`config.mk`:
```
export PLATFORM = sky130hd
export DESIGN_NAME = quarter_wave_sincos
export DESIGN_NICKNAME = d
export VERILOG_FILES = /design/src/rtl/sincos_pkg.sv /design/src/rtl/sincos_ctrl.sv /design/src/rtl/sincos_stage_reg.sv /design/src/rtl/sincos_quarter_rom.sv /design/src/rtl/sincos_datapath.sv /design/src/rtl/quarter_wave_sincos.sv
export SDC_FILE = /design/constraint.sdc
export NUM_CORES = 1
export LEC_CHECK = 0
export BUFFER_PORTS_ARGS = -buffer_cell sky130_fd_sc_hd__buf_2
export CAP_MARGIN = 20
export CORE_MARGIN = 5
export CORE_UTILIZATION = 50
export DETAILED_ROUTE_END_ITERATION = 8
export PLACE_DENSITY_LB_ADDON = 0.05
export RECOVER_POWER = 50
export SLEW_MARGIN = 10
export SYNTH_ARGS = -nofsm -noshare
export SYNTH_HDL_FRONTEND = slang
export SYNTH_SLANG_ARGS = --single-unit
```
`constraint.sdc`:
```
create_clock -name clk -period 2.75 [get_ports clk]
set_clock_uncertainty 0.2 [all_clocks]
set_input_delay 0.4125 -clock clk [delete_from_list [all_inputs] [get_ports clk]]
set_output_delay 0.4125 -clock clk [all_outputs]
set_load 0.02 [all_outputs]
```
`src/rtl/sincos_pkg.sv`:
```
package sincos_pkg;

  // Upper bound on the configurable register stages.
  localparam int MAX_STAGES = 10;

  // Load strobes from the control half to the datapath half:
  // bit i enables the register at pipeline position i.
  typedef struct packed {
    logic [MAX_STAGES-1:0] stageLoad;
  } stageCtrl_t;

endpackage

```
`src/rtl/sincos_ctrl.sv`:
```
module sincos_ctrl
  import sincos_pkg::*;
#(
  parameter int STAGES = 4
) (
  input  logic       clk,
  input  logic       rstN,
  input  logic       validIn,
  output stageCtrl_t strobe,
  output logic       validOut
);

  // vldChain[i] is the valid flag in front of register position i.
  logic vldChain [STAGES+1];

  assign vldChain[0] = validIn;

  for (genvar i = 1; i <= STAGES; i++) begin : g_vld
    always_ff @(posedge clk or negedge rstN) begin
      if (!rstN) begin
        vldChain[i] <= 1'b0;
      end else begin
        vldChain[i] <= vldChain[i-1];
      end
    end
  end

  always_comb begin
    strobe = '0;
    for (int i = 0; i < STAGES; i++) begin
      strobe.stageLoad[i] = vldChain[i];
    end
  end

  assign validOut = vldChain[STAGES];

endmodule

```
`src/rtl/sincos_stage_reg.sv`:
```
module sincos_stage_reg
  import sincos_pkg::*;
#(
  parameter int WIDTH = 8,
  parameter int DEPTH = 1,
  parameter int FIRST = 0
) (
  input  logic             clk,
  input  stageCtrl_t       strobe,
  input  logic [WIDTH-1:0] dIn,
  output logic [WIDTH-1:0] dOut
);

  if (DEPTH == 0) begin : g_pass
    assign dOut = dIn;
  end else begin : g_regs
    logic [WIDTH-1:0] regs [DEPTH];
    for (genvar i = 0; i < DEPTH; i++) begin : g_stage
      if (i == 0) begin : g_head
        always_ff @(posedge clk) begin
          if (strobe.stageLoad[FIRST]) begin
            regs[0] <= dIn;
          end
        end
      end else begin : g_body
        always_ff @(posedge clk) begin
          if (strobe.stageLoad[FIRST+i]) begin
            regs[i] <= regs[i-1];
          end
        end
      end
    end
    assign dOut = regs[DEPTH-1];
  end

endmodule

```
`src/rtl/sincos_quarter_rom.sv`:
```
module sincos_quarter_rom #(
  parameter int ADDR_W = 8,
  parameter int AMP_W  = 12
) (
  input  logic [ADDR_W-1:0] addrSin,
  input  logic [ADDR_W-1:0] addrCos,
  output logic [AMP_W-2:0]  magSin,
  output logic [AMP_W-2:0]  magCos
);

  localparam int  DEPTH = 1 << ADDR_W;
  localparam int  MAG_W = AMP_W - 1;
  localparam int  PEAK  = (1 << (AMP_W - 1)) - 1;
  localparam real PI    = 3.14159265358979323846;

  // Half-sample offset makes entry k and entry DEPTH-1-k mirror images,
  // so plain bit inversion of the address reflects the quarter exactly.
  function automatic logic [MAG_W-1:0] calcMag(input int k);
    real ang;
    real scaled;
    int  v;
    ang    = PI * (real'(k) + 0.5) / (2.0 * real'(DEPTH));
    scaled = real'(PEAK) * $sin(ang) + 0.5;
    v      = $rtoi(scaled);
    return v[MAG_W-1:0];
  endfunction

  logic [MAG_W-1:0] quarterTab [DEPTH];

  for (genvar k = 0; k < DEPTH; k++) begin : g_tab
    assign quarterTab[k] = calcMag(k);
  end

  // Two read ports on one table.
  assign magSin = quarterTab[addrSin];
  assign magCos = quarterTab[addrCos];

endmodule

```
`src/rtl/sincos_datapath.sv`:
```
module sincos_datapath
  import sincos_pkg::*;
#(
  parameter int PH_W   = 10,
  parameter int AMP_W  = 12,
  parameter int STAGES = 4
) (
  input  logic                    clk,
  input  stageCtrl_t              strobe,
  input  logic [PH_W-1:0]         phaseIn,
  output logic signed [AMP_W-1:0] sinOut,
  output logic signed [AMP_W-1:0] cosOut
);

  localparam int ADDR_W = PH_W - 2;
  localparam int MAG_W  = AMP_W - 1;
  localparam int FOLD_W = 2 + 2 * ADDR_W;
  localparam int ROM_W  = 2 + 2 * MAG_W;
  localparam int OUT_W  = 2 * AMP_W;
  localparam int N_FOLD = (STAGES >= 1) ? 1 : 0;
  localparam int N_ROM  = (STAGES >= 2) ? 1 : 0;
  localparam int N_TAIL = STAGES - N_FOLD - N_ROM;

  // ---------------- quadrant folding ----------------
  logic [1:0]        sinQuad, cosQuad;
  logic [ADDR_W-1:0] offset, sinAddr, cosAddr;
  logic [FOLD_W-1:0] foldBus, foldReg;

  always_comb begin
    sinQuad = phaseIn[PH_W-1 -: 2];
    cosQuad = sinQuad + 2'b01;
    offset  = phaseIn[ADDR_W-1:0];
    sinAddr = sinQuad[0] ? ~offset : offset;
    cosAddr = cosQuad[0] ? ~offset : offset;
    foldBus = {sinQuad[1], cosQuad[1], sinAddr, cosAddr};
  end

  sincos_stage_reg #(.WIDTH(FOLD_W), .DEPTH(N_FOLD), .FIRST(0)) u_foldStage (
    .clk   (clk),
    .strobe(strobe),
    .dIn   (foldBus),
    .dOut  (foldReg)
  );

  // ---------------- table read ----------------
  logic              sinNegA, cosNegA;
  logic [ADDR_W-1:0] sinAddrR, cosAddrR;
  logic [MAG_W-1:0]  magSin, magCos;
  logic [ROM_W-1:0]  romBus, romReg;

  assign {sinNegA, cosNegA, sinAddrR, cosAddrR} = foldReg;

  sincos_quarter_rom #(.ADDR_W(ADDR_W), .AMP_W(AMP_W)) u_rom (
    .addrSin(sinAddrR),
    .addrCos(cosAddrR),
    .magSin (magSin),
    .magCos (magCos)
  );

  assign romBus = {sinNegA, cosNegA, magSin, magCos};

  sincos_stage_reg #(.WIDTH(ROM_W), .DEPTH(N_ROM), .FIRST(N_FOLD)) u_romStage (
    .clk   (clk),
    .strobe(strobe),
    .dIn   (romBus),
    .dOut  (romReg)
  );

  // ---------------- sign restore ----------------
  logic                    sinNegB, cosNegB;
  logic [MAG_W-1:0]        magSinR, magCosR;
  logic signed [AMP_W-1:0] sinVal, cosVal;
  logic [OUT_W-1:0]        outBus, outReg;

  assign {sinNegB, cosNegB, magSinR, magCosR} = romReg;

  always_comb begin
    sinVal = sinNegB ? -$signed({1'b0, magSinR}) : $signed({1'b0, magSinR});
    cosVal = cosNegB ? -$signed({1'b0, magCosR}) : $signed({1'b0, magCosR});
    outBus = {sinVal, cosVal};
  end

  sincos_stage_reg #(.WIDTH(OUT_W), .DEPTH(N_TAIL), .FIRST(N_FOLD + N_ROM)) u_tailStage (
    .clk   (clk),
    .strobe(strobe),
    .dIn   (outBus),
    .dOut  (outReg)
  );

  assign sinOut = $signed(outReg[OUT_W-1:AMP_W]);
  assign cosOut = $signed(outReg[AMP_W-1:0]);

endmodule

```
`src/rtl/quarter_wave_sincos.sv`:
```
module quarter_wave_sincos
  import sincos_pkg::*;
#(
  parameter int PH_W   = 10,
  parameter int AMP_W  = 12,
  parameter int STAGES = 4
) (
  input  logic                    clk,
  input  logic                    rstN,
  input  logic [PH_W-1:0]         phaseIn,
  input  logic                    validIn,
  output logic signed [AMP_W-1:0] sinOut,
  output logic signed [AMP_W-1:0] cosOut,
  output logic                    validOut
);

  if (STAGES < 0 || STAGES > MAX_STAGES) begin : g_badStages
    $error("STAGES must lie between 0 and MAX_STAGES");
  end
  if (PH_W < 3 || AMP_W < 3) begin : g_badWidth
    $error("PH_W and AMP_W must each be at least 3");
  end

  stageCtrl_t strobe;

  sincos_ctrl #(.STAGES(STAGES)) u_ctrl (
    .clk     (clk),
    .rstN    (rstN),
    .validIn (validIn),
    .strobe  (strobe),
    .validOut(validOut)
  );

  sincos_datapath #(.PH_W(PH_W), .AMP_W(AMP_W), .STAGES(STAGES)) u_dp (
    .clk    (clk),
    .strobe (strobe),
    .phaseIn(phaseIn),
    .sinOut (sinOut),
    .cosOut (cosOut)
  );

endmodule

```
# After elaboration in Yosys (flattened, before gate mapping)
# Memories as Yosys holds them, arrays and structs flattened.
# Index checks and enable logic that the tools add are counted.
[totals]
output_inout_bits = 25
elab_cells = 33
latch_bits = 0
register_bits = 4
mem_bits_rw = 90
romBits = 5632
mem_count = 5
[memory_table]
columns = ["name", "words", "word_bits", "read_ports", "rd_clocked_by_memory_dff", "write_ports", "line_no", "source"]
rows = [
  ["(no name shown)", 256, 11, 1, 0, 0, "sincos_quarter_rom.sv:36", "assign magCos = quarterTab[addrCos];"],
  ["(no name shown)", 256, 11, 1, 0, 0, "sincos_quarter_rom.sv:35", "assign magSin = quarterTab[addrSin];"],
  ["u_dp.u_tailStage.g_regs.regs", 2, 24, 2, 0, 2, "sincos_stage_reg.sv:17", "logic [WIDTH-1:0] regs [DEPTH];"],
  ["u_dp.u_romStage.g_regs.regs", 1, 24, 1, 0, 1, "sincos_stage_reg.sv:17", ""],
  ["u_dp.u_foldStage.g_regs.regs", 1, 18, 1, 0, 1, "sincos_stage_reg.sv:17", ""],
]
[op_classes]
div_mod_pow = 0
add_sub_neg = 3
bitwise = 3
mul = 0
order_cmp = 2
n_mux = 16
n_eq_ne = 0
n_shift = 0
n_reduce_logical = 0
[ops]
columns = ["cell", "count"]
rows = [
  ["$mux W11", 4],
  ["$mux W12", 2],
  ["$neg A11 Y12", 2],
  ["$ge A9 B9 Y1 const B", 2],
  ["$not A8 Y9", 2],
  ["$mux W8", 2],
  ["$mux W1", 8],
  ["$not A8 Y8", 1],
  ["$add A2 B1 Y2 const B", 1],
]

# Depth between registers and ports, before layout
# An unclocked memory read counts as a cell.
[logic_depth]
ltp_word = 5
mapped_depth = 11
ltp_nobuf = 8

# Modules after synthesis
# From an unflattened synthesis, not the netlist that was laid out.
[unflattened]
cells_unflattened = 1150
area_unflattened_um2 = 9385.3
[by_module_without_submodules]
columns = ["module", "cells_each", "area_each_um2", "seq_area_each_um2", "instances"]
rows = [
  ["sincos_quarter_rom", 940, 5750.5, 0.0, 1],
  ["sincos_stage_reg (u_dp.u_tailStage)", 72, 1621.6, 1441.4, 1],
  ["sincos_stage_reg (u_dp.u_romStage)", 24, 720.7, 720.7, 1],
  ["sincos_datapath", 84, 595.6, 0.0, 1],
  ["sincos_stage_reg (u_dp.u_foldStage)", 18, 540.5, 540.5, 1],
  ["sincos_ctrl", 12, 156.4, 100.1, 1],
]

# Worst setup path after synthesis
# OpenSTA, ideal clock, no wires.
[synth_path]
kind = "register -> register"
start = "memory u_dp.u_foldStage.g_regs.regs[0][0] (netlist name)"
end = "memory u_dp.u_romStage.g_regs.regs[0][2] (netlist name), data pin"
t_required_ps = 2272
setup_slack_ps = -219
setup_ps = 278
stages_incl_launch_ff = 12
n_path_buf = 3
arrival_time_ps = 2491
path_cell_list = "edfxtp_1 clkbuf_1 clkbuf_1 inv_1 ha_1 buf_2 nand2b_1 a21oi_1 a311oi_1 a2111o_1 a21oi_1 a311oi_1"
[synth_between]
elab_chain_len = 5
[synth_lines]
columns = ["element", "line_no", "source"]
rows = [
  ["start, declared", "sincos_stage_reg.sv:17", ""],
  ["$mem_v2 Z1 W18", "--", ""],
  ["$not A8 Y9 (not written as such)", "sincos_quarter_rom.sv:36", ""],
  ["$mem_v2 Z256 W11", "--", ""],
  ["$mux W11 (not written as such) (2 in series)", "sincos_quarter_rom.sv:36", ""],
  ["named net u_dp.magCos[2]", "sincos_datapath.sv:48", "logic [MAG_W-1:0] magSin, magCos;"],
  ["end, declared", "sincos_stage_reg.sv:17", ""],
]
# The timed path passes the listed nets, and every way through them passes these cells. The select of a mux whose other input is x is not followed.

# Worst setup path after layout
[layout_path]
start = "memory u_dp.u_foldStage.g_regs.regs[0][3] (netlist name)"
end = "memory u_dp.u_romStage.g_regs.regs[0][1] (netlist name), data pin"
# Same word-level chain as after synthesis.

==> results.json <==
{
  "crit_required_ns": 2.62,
  "placementRows": 50,
  "die_h_microns": 147,
  "clockPowerShare_pct": 21.3,
  "ios": 38,
  "drc": 0,
  "synthFlopType": "edfxtp_1",
  "placed_area_sq_um": 10300,
  "routabilityCongestion": 1.01,
  "stdcell_count": 1450,
  "final-setup-viol-count": 0,
  "fmax_mhz": 370,
  "synth.distinct_cells": 76,
  "clk_root_buffer_cell": "clkbuf_16",
  "status": "complete, no violations",
  "synth.cell_area_sq_um": 9320,
  "hold_viol": 0,
  "tightestPinTransition_ns": 1.40,
  "vias": 9639,
  "irDropWorstVdd_mv": 0.375,
  "maxSlewHeadroom_pct": 6.49,
  "grt_max_degree": 56,
  "cp_cell_sequence": "buf_4 -> inv_1 -> buf_4 -> a21oi_1 -> mux4_2 -> o2111ai_1 -> a2bb2oi_1",
  "wl_per_cell_microns": 21.6,
  "area_delta_synth_final_pct": 14.4,
  "syn-num-nets": 1209,
  "cp-start-kind": "register",
  "grt_pass1_wl_mm": 49.0,
  "power.leakage_nw": 3.95,
  "nets": 1254,
  "numCtsBuffers": 9,
  "dp_hpwl_mm": 22.7,
  "num_antenna_cells": 0,
  "drt-total-wl_mm": 31.3,
  "design_area_sq_um": 10700,
  "drive_above_1_share_pct": 18.3,
  "end_kind": "register",
  "cp_slowest_stage_delay_ns": 0.51,
  "core_sq_um": 18500,
  "maxCapViolCount": 0,
  "min_delay_path_depth": 1,
  "synthCells": 1166,
  "die_area_sq_um": 21500,
  "clock-sinks": 94,
  "period_share_pct": 98.4,
  "power_density_nw_per_um2": 572,
  "drt_iter0_markers": 1351,
  "fillCellCount": 1731,
  "start_util_pct": 50.3,
  "power_mw": 6.09,
  "clk_latency_ns": 0.35,
  "cts_max_path_buffers": 2,
  "antenna_found_initial": 1,
  "ys_ff_latch": 94,
  "globalRouteTotalUtil_pct": 28.2,
  "seq_power_share_pct": 32.0,
  "power_frac_comb_pct": 46.7,
  "slowest_stage": "edfxtp_1",
  "h-tree-depth": 3,
  "ant_nets": 0,
  "switching_share_pct": 39.5,
  "die_w_microns": 147,
  "ys_seq_area_share_pct": 30.1,
  "path_clk_slew_ns": 0.07,
  "first_global_vias": 8562,
  "maxSlewViolCount": 0,
  "portBuffers": 37,
  "via_per_inst": 6.65,
  "ys_warn_count": 0,
  "min_path_type": "input port to register",
  "dpl.cell_count": 1432,
  "cp.arrival_ns": 2.58,
  "switchingPower_mw": 2.41,
  "ys_async_sr_fraction_pct": 4.26,
  "cp_common_cell": "buf_4",
  "syn_avg_cell_area_sq_um": 7.99,
  "reg2reg_depth": 7,
  "cp_max_fo": 7,
  "path_class": "register to register",
  "rsz0062_at_grt": "yes",
  "min_period_ns": 2.71,
  "p_int_mw": 3.69,
  "dr.pass1.iters": 8,
  "synth_edf_count": 90,
  "overflow": 0,
  "cts_tree": "built"
}
-- placed cells by master, fill, tap and decap left out, types with 28 or more instances in the layout --
master / count
buf_4: 127
inv_1: 28
o21ai_0: 114
edfxtp_1: 90
buf_2: 33
nand2b_1: 39
xnor2_1: 32
nand3_1: 28
nand2_1: 93
a21oi_1: 100
nor3_1: 39
nor2_1: 83
-- area by class of cell --
type                            count  area [sq um]  share of cell area [%]
Timing Repair Buffer              181          1450                    13.6
Tap cell                          234           293                    2.75
Sequential cell                    94          2800                    26.3
Multi-Input combinational cell    891          5670                    53.2
Clock inverter                      7          81.3                   0.763
Inverter                           34           133                    1.24
Clock buffer                        9           225                    2.11
-- flip-flops by register name (all words and copies together), names as in the netlist --
name and count:
u_ctrl.validOut 1, u_dp.u_foldStage.g_regs.regs 18, u_dp.u_romStage.g_regs.regs 24, u_dp.u_tailStage.g_regs.regs 48
u_ctrl.strobe 3
-- repair_timing --
action	in CTS	in global routing
pin swaps	0	2
setup buffers	0	1
endpoints found under the hold margin	4	0
endpoints found under the setup margin	1	7
hold buffers	1	0
resized for setup	2	17
-- per-stage QoR --
stage | util (%) | hold WS (ns) | setup WS, ns | setup TNS, ns
3_3_place_gp | 55.6 | 0.0209 | -0.0513 | -0.0513
4_1_cts | 57.3 | 0.0773 | 0.0460 | 0
5_1_grt | 57.5 | 0.131 | -0.0361 | -0.0677
6_report | 57.5 | 0.138 | 0.0439 | 0
2_1_floorplan | - | -0.0831 | -0.0189 | -0.0189
3_5_place_dp | 55.6 | 0.0227 | -0.0582 | -0.0582
-- critical path, delay by kind of cell, from the launching register on --
family	cells	cell delay, ns
muxes	1	0.48
AOI/OAI and AO/OA	3	0.67
DFF	1	0.51
buffers and inverters	3	0.58
-- power by group through the flow --
stage,Clock (mW),Sequential (mW),Combinational (mW)
global route,1.39,1.98,3.05
detailed placement,0,1.99,2.73
finish,1.30,1.95,2.85
CTS,1.33,1.95,2.74
floorplan,0,1.94,1.82
global placement,0,1.98,2.75
-- kinds of logic (layout without fill, tap and decap cells) --
| logic type | Yosys count | after routing | share of synthesized area, % |
|---|---|---|---|
| AOI/OAI and AO/OA | 451 | 451 | 31.7 |
| and+or+nand+nor | 352 | 352 | 18.3 |
| buffers and inverters | 181 | 231 | 9.59 |
| DFF | 94 | 94 | 30.1 |
| xor gates and xnor gates | 37 | 37 | 3.48 |
| adders and majority gates | 31 | 31 | 4.14 |
| muxes | 20 | 20 | 2.74 |
-- cell usage after synthesis, drive strengths merged (7+ instances only) --
| cell | number | share of area [%] |
|---|---|---|
| mux2i | 12 | 1.3 |
| a211oi | 26 | 2.1 |
| nor2b | 26 | 1.7 |
| a221oi | 12 | 1.1 |
| or2 | 7 | 0.47 |
| o22ai | 17 | 1.1 |
| xnor2 | 32 | 3.0 |
| o221ai | 11 | 1.0 |
| nand3 | 28 | 1.5 |
| edfxtp | 90 | 29 |
| a31oi | 25 | 1.7 |
| buf | 94 | 6.1 |
| o31ai | 17 | 1.4 |
| nor3 | 39 | 2.1 |
| nand2b | 39 | 2.6 |
| o211ai | 23 | 1.9 |
| o21ai | 115 | 6.2 |
| o2111ai | 10 | 0.94 |
| a311oi | 13 | 1.2 |
| a21oi | 102 | 5.5 |
| o311ai | 14 | 1.3 |
| ha | 30 | 4.0 |
| nand2 | 93 | 3.7 |
| inv | 29 | 1.2 |
| nor2 | 85 | 3.5 |
| clkbuf | 53 | 2.1 |
| or3 | 8 | 0.54 |
-- per-layer routing --
layer / GRT usage (%) / part of all wire, % / routed length, microns / vias up
met2: 40.9 / 42 / 13100 / 668
met4: 7.57 / 2.3 / 733 / 4
met5: 1.36 / 0.18 / 55 / -
met1: 42.4 / 44 / 13600 / 4432
li1: - / - / - / 4464
met3: 6.11 / 12 / 3730 / 71
-- worst paths after layout --
check / from / end / slack [ns]
hold / removal: phaseIn[9] / u_dp.u_foldStage.g_regs.regs[0][17]$_DFFE_PP_ / 0.14
setup reg to reg: u_dp.u_foldStage.g_regs.regs[0][3]$_DFFE_PP_ / u_dp.u_romStage.g_regs.regs[0][1]$_DFFE_PP_ / 0.04
max in group asynchronous: rstN / u_ctrl.strobe[2]$_DFF_PN0_ / 1.93
setup / recovery: u_dp.u_foldStage.g_regs.regs[0][3]$_DFFE_PP_ / u_dp.u_romStage.g_regs.regs[0][1]$_DFFE_PP_ / 0.04
min in group asynchronous: rstN / u_ctrl.strobe[1]$_DFF_PN0_ / 0.24
hold reg to reg: u_dp.u_tailStage.g_regs.regs[0][15]$_DFFE_PP_ / u_dp.u_tailStage.g_regs.regs[0][39]$_DFFE_PP_ / 0.22
Power figures use the tool's default switching activity.
